[src/rtl/spi_sfr_pkg.sv]
package spi_sfr_pkg;
   typedef enum logic [1:0] {
      SEL_NONE = 2'd0,
      SEL_STAT = 2'd1,
      SEL_DATA = 2'd2
   } sfr_sel_e;
endpackage

[src/rtl/spi_sfr_decode.sv]
module spi_sfr_decode
   import spi_sfr_pkg::*;
#(
   parameter int                ADDR_W    = 8,
   parameter logic [ADDR_W-1:0] STAT_ADDR = 8'hAA,
   parameter logic [ADDR_W-1:0] DATA_ADDR = 8'h86
) (
   input  logic [ADDR_W-1:0] addr,
   input  logic              rd,
   input  logic              wr,
   output sfr_sel_e          sel,
   output logic              stat_rd,
   output logic              data_wr,
   output logic              data_acc
);
   always_comb begin
      if (addr == STAT_ADDR)      sel = SEL_STAT;
      else if (addr == DATA_ADDR) sel = SEL_DATA;
      else                        sel = SEL_NONE;
   end

   assign stat_rd  = rd & (sel == SEL_STAT);
   assign data_wr  = wr & (sel == SEL_DATA);
   assign data_acc = (rd | wr) & (sel == SEL_DATA);
endmodule

[src/rtl/spi_sfr_flags.sv]
module spi_sfr_flags (
   input  logic clk,
   input  logic rst_n,
   input  logic xfer_done,
   input  logic coll_evt,
   input  logic stat_rd,
   input  logic data_acc,
   output logic done_q,
   output logic coll_q,
   output logic armed_q
);
   logic clr;

   // the second step of the sequence only counts once the first one armed it
   assign clr = data_acc & armed_q;

   always_ff @(posedge clk or negedge rst_n) begin
      if (!rst_n) begin
         done_q  <= 1'b0;
         coll_q  <= 1'b0;
         armed_q <= 1'b0;
      end else begin
         // new events override a clear in the same cycle
         done_q <= xfer_done | (done_q & ~clr);
         coll_q <= coll_evt  | (coll_q & ~clr);
         if (clr)
            armed_q <= 1'b0;
         else if (stat_rd && (done_q || coll_q))
            armed_q <= 1'b1;
      end
   end
endmodule

[src/rtl/spi_sfr_data.sv]
module spi_sfr_data #(
   parameter int DATA_W = 8
) (
   input  logic              clk,
   input  logic              rst_n,
   input  logic              data_wr,
   input  logic [DATA_W-1:0] wdata,
   input  logic              xfer_busy,
   output logic [DATA_W-1:0] data_q,
   output logic              start_q,
   output logic              coll_evt
);
   logic in_prog;
   logic load;

   // the start cycle counts as in progress: the engine has not yet raised busy
   assign in_prog  = xfer_busy | start_q;
   assign load     = data_wr & ~in_prog;
   assign coll_evt = data_wr & in_prog;

   // holding register has no reset on purpose
   always_ff @(posedge clk) begin
      if (load) data_q <= wdata;
   end

   always_ff @(posedge clk or negedge rst_n) begin
      if (!rst_n) start_q <= 1'b0;
      else        start_q <= load;
   end
endmodule

[src/rtl/spi_sfr_regs.sv]
module spi_sfr_regs
   import spi_sfr_pkg::*;
#(
   parameter int                DATA_W    = 8,
   parameter int                ADDR_W    = 8,
   parameter logic [ADDR_W-1:0] STAT_ADDR = 8'hAA,
   parameter logic [ADDR_W-1:0] DATA_ADDR = 8'h86,
   parameter int                DONE_BIT  = 7,
   parameter int                COLL_BIT  = 6,
   parameter bit                IRQ_REG   = 1'b0
) (
   input  logic              clk,
   input  logic              rst_n,
   input  logic [ADDR_W-1:0] sfr_addr,
   input  logic              sfr_rd,
   input  logic              sfr_wr,
   input  logic [DATA_W-1:0] sfr_wdata,
   output logic [DATA_W-1:0] sfr_rdata,
   input  logic              spi_irq_en,
   input  logic              ser_irq_en,
   input  logic              xfer_busy,
   input  logic              xfer_done,
   output logic [DATA_W-1:0] tx_byte,
   output logic              xfer_start,
   output logic              flag_done,
   output logic              flag_coll,
   output logic              irq
);
   if (DATA_W < 2) begin : g_bad_width
      $error("spi_sfr_regs: DATA_W must be at least 2");
   end
   if (DONE_BIT >= DATA_W || COLL_BIT >= DATA_W || DONE_BIT < 0 || COLL_BIT < 0) begin : g_bad_bit
      $error("spi_sfr_regs: flag bit position outside the data width");
   end
   if (DONE_BIT == COLL_BIT) begin : g_bad_overlap
      $error("spi_sfr_regs: flag bit positions must differ");
   end
   if (STAT_ADDR == DATA_ADDR) begin : g_bad_addr
      $error("spi_sfr_regs: register addresses must differ");
   end

   sfr_sel_e sel;
   logic     stat_rd, data_wr, data_acc;
   logic     coll_evt;
   logic     armed_w;
   logic     irq_cond;

   spi_sfr_decode #(
      .ADDR_W   (ADDR_W),
      .STAT_ADDR(STAT_ADDR),
      .DATA_ADDR(DATA_ADDR)
   ) u_decode (
      .addr    (sfr_addr),
      .rd      (sfr_rd),
      .wr      (sfr_wr),
      .sel     (sel),
      .stat_rd (stat_rd),
      .data_wr (data_wr),
      .data_acc(data_acc)
   );

   spi_sfr_data #(.DATA_W(DATA_W)) u_data (
      .clk      (clk),
      .rst_n    (rst_n),
      .data_wr  (data_wr),
      .wdata    (sfr_wdata),
      .xfer_busy(xfer_busy),
      .data_q   (tx_byte),
      .start_q  (xfer_start),
      .coll_evt (coll_evt)
   );

   spi_sfr_flags u_flags (
      .clk      (clk),
      .rst_n    (rst_n),
      .xfer_done(xfer_done),
      .coll_evt (coll_evt),
      .stat_rd  (stat_rd),
      .data_acc (data_acc),
      .done_q   (flag_done),
      .coll_q   (flag_coll),
      .armed_q  (armed_w)
   );

   assign irq_cond = flag_done & spi_irq_en & ser_irq_en;

   if (IRQ_REG) begin : g_irq_reg
      logic irq_q;
      always_ff @(posedge clk or negedge rst_n) begin
         if (!rst_n) irq_q <= 1'b0;
         else        irq_q <= irq_cond;
      end
      assign irq = irq_q;
   end else begin : g_irq_comb
      assign irq = irq_cond;
   end

   always_comb begin
      sfr_rdata = '0;
      case (sel)
         SEL_STAT: begin
            sfr_rdata[DONE_BIT] = flag_done;
            sfr_rdata[COLL_BIT] = flag_coll;
         end
         SEL_DATA: sfr_rdata = tx_byte;
         default:  sfr_rdata = '0;
      endcase
   end
endmodule

[config.mk]
export PLATFORM = sky130hd
export DESIGN_NAME = spi_sfr_regs
export DESIGN_NICKNAME = d
export VERILOG_FILES = /design/src/rtl/spi_sfr_pkg.sv /design/src/rtl/spi_sfr_decode.sv /design/src/rtl/spi_sfr_flags.sv /design/src/rtl/spi_sfr_data.sv /design/src/rtl/spi_sfr_regs.sv
export SDC_FILE = /design/constraint.sdc
export NUM_CORES = 1
export LEC_CHECK = 0
export BUFFER_PORTS_ARGS = -buffer_cell sky130_fd_sc_hd__buf_4
export CORE_MARGIN = 5
export CORE_UTILIZATION = 40
export CTS_CLUSTER_DIAMETER = 100
export DETAILED_ROUTE_END_ITERATION = 12
export PLACE_DENSITY = 0.83
export RECOVER_POWER = 25
export SYNTH_ARGS = -nofsm -noshare
export SYNTH_HDL_FRONTEND = slang
export SYNTH_SLANG_ARGS = --single-unit
[constraint.sdc]
create_clock -name clk -period 3.09 [get_ports clk]
set_input_delay 0.309 -clock clk [delete_from_list [all_inputs] [get_ports clk]]
set_output_delay 0.309 -clock clk [all_outputs]
set_load 0.05 [all_outputs]
==> out/results.tsv <==
stage	metric	value	unit
logic_synthesis	synth_nets	66	
cts	cts.sinks	12	
worst_setup_path	critPathMaxFanout	9	
drt	drtIter0Drc	5	
placement	io_buffers	43	
logic_synthesis	postSynthRegisterBits	12	
drt	ant_nets	0	
timing	tns	0	ns
cts	ctsHoldBuffers	1	
logic_synthesis	synth_cells	42	
worst_setup_path	cp.arrival	1.43	ns
cells_and_area	drive_above_1_share	59.6	%
logic_synthesis	synth_top_cell_by_area	edfxtp_1	
pwr	ir_worst_vdd	0.286	mV
cts	clk_pin_slew	0.07	ns
timing	fmax	0.574	GHz
die	dieArea	2220	µm²
flow_run	drv_cap	0	
cells_and_area	antenna_cells	0	
cts	htree_levels	1	
timing	max-slew-margin-rel	71.0	%
die	die_w	47.1	µm
logic_synthesis	synth_area_leaders	edfxtp_1 (44%), dfrtp_1 (18%), and2_2 (6.8%)	
grt	grt_pass1_wl	2390	µm
die	start_util	42.3	%
worst_setup_path	crit_start	sfr_addr[3]	
timing	worst-slew-pin-transition	0.434	ns
timing	drv_slew	0	
logic_synthesis	syn-cell-area	551	µm²
timing	fin_crit_sh	56.4	%
logic_synthesis	synth_seq_area_share	61.8	%
logic_synthesis	yosysTopAreaCellShare	43.6	%
cells_and_area	final_net_count	114	
cells_and_area	fillers	110	
worst_setup_path	cp.required	2.78	ns
hold_path	hp-start	xfer_done	
cts	numCtsBuffers	3	
pwr	powerDensity	343	nW/µm²
grt	grt_pass1_vias	569	
timing	setup_violations	0	
cts	cts_root_buf	clkbuf_4	
grt	grt_usage	15.6	%
drt	wl_per_cell	15.1	µm
drt	drc	0	
logic_synthesis	yosysWarningCount	0	
cts	cts_tree	built	
cts	clkLatencyLatePin	0.26	ns
worst_setup_path	regToRegStartpoint	u_data.start_q	
timing	hold_viol	0	
cts	post_cts_resize_count	0	
worst_setup_path	crit_type	in2out	
placement	hpwl	1310	µm
pwr	p_leak	0.000432	µW
cts	cts.path.max_buffers	2	
status	status	completed	
drt	first_pass_iters	4	
die	ios	44	
grt	antenna_found_initial	0	
worst_setup_path	cp-end-kind	output pin	
timing	period_minus_slack	1.74	ns
die	fp-row-count	13	
cells_and_area	area_growth	66.6	%
drt	drt_wl_total	1570	µm
die	fp.dieH	47.1	µm
drt	vias	516	
placement	gp_congestion	0.720	
logic_synthesis	synth_area_per_cell	13.1	µm²
die	core-area	1300	µm²
worst_setup_path	critPathLaunchType	input pin	
timing	holdWs	0.218	ns
hold_path	min_path_type	in2reg	
drt	vias_per_cell	4.96	
grt	grt_overflow	0	
logic_synthesis	ys_types	22	
cts	post_cts_buffers	0	
grt	grt_max_degree	10	
timing	skew	0.000894	ns
timing	rsz0062_at_grt	false	
==> synth_stat cells <==
cell	n
a21o_1	1
a21oi_1	1
and3_1	2
dfrtp_1	4
a32o_1	1
and4bb_2	1
edfxtp_1	8
and2_1	1
nor4bb_1	1
and2_2	5
buf_4	1
inv_1	1
nor2_1	4
and3b_2	1
a41oi_1	1
or2_2	1
nand2_1	1
a22oi_1	2
and4b_1	1
o21a_1	2
nand4_1	1
nor3b_1	1
==> critical path: stages <==
cell      delay (ns)
buf_4           0.12
nor4bb_1        0.24
and4b_1         0.38
and2_2          0.19
buf_4           0.19
==> through the flow <==
stage	cells	area (µm²)	setup WS [ns]	utilization, %	power [µW]
6_report	104	917	1.35	70.5	315
3_3_place_gp	99	885	1.29	68.0	221
4_1_cts	104	921	1.33	70.8	319
2_1_floorplan	42	551	1.30	-	193
3_5_place_dp	99	885	1.22	68.0	222
5_1_grt	104	917	1.20	70.5	335
==> where the power goes <==
| part | switching [µW] | internal [µW] | leakage (µW) | total, µW |
|---|---|---|---|---|
| Sequential | 1.48 | 173 | 0.000122 | 175 |
| Combinational | 17.5 | 26.0 | 0.000295 | 43.5 |
| Clock | 46.7 | 49.9 | 0.0000150 | 96.6 |
==> worst paths after layout <==
kind / depth (start not counted) / slack [ns] / end
min in group asynchronous: 2 / 0.40 / u_data.start_q
worst max register to register: 2 / 1.86 / u_data.data_q[2]
worst max-delay path: 5 / 1.35 / sfr_rdata[2]
max in group asynchronous: 2 / 2.51 / u_flags.armed_q
worst min register to register: 2 / 0.55 / u_flags.armed_q
worst min-delay path: 2 / 0.22 / u_flags.done_q
==> logic make-up (layout without fill, tap and decap cells) <==
group | count (synthesis) | in the layout | share of synthesized area (%)
AOI/OAI and AO/OA | 8 | 8 | 11.1
buffers and inverters | 2 | 49 | 2.05
DFF | 12 | 12 | 61.8
and+or+nand+nor | 20 | 20 | 25.0
==> per-layer routing <==
layer  vias to the layer above  routed length, µm  global-route usage [%]
met5                         -                  0                       0
met4                         0                  0                    3.31
met3                         0                119                    6.13
met2                        20                901                    27.6
met1                       242                550                    17.7
li1                        254                  -                       -
==> placed cells by master, fill, tap and decap left out, drive strengths merged <==
cell	n
buf	34
clkbuf	13
edfxtp	8
and2	6
nor2	4
dfrtp	4
a22oi	2
and3	2
o21a	2
inv	1
and4bb	1
nand2	1
and3b	1
nor3b	1
nor4bb	1
and4b	1
nand4	1
a21o	1
or2	1
a32o	1
a41oi	1
a21oi	1
dlygate4sd3	1
==> registers in the layout, summed over array words and instances (netlist names) <==
register / count
u_flags.done_q: 1
u_data.start_q: 1
u_flags.coll_q: 1
u_flags.armed_q: 1
u_data.data_q: 8
==> cell type report <==
| cell class | count | area, µm² | area share, % |
|---|---|---|---|
| flip-flops and latches | 12 | 340 | 37.1 |
| repair buffers | 44 | 329 | 35.9 |
| multi-input cells | 28 | 199 | 21.7 |
| clock buffers | 4 | 26.3 | 2.86 |
| well taps | 15 | 18.8 | 2.05 |
| inverters | 1 | 3.75 | 0.409 |
Note: power is estimated with default switching activity, not from simulation.
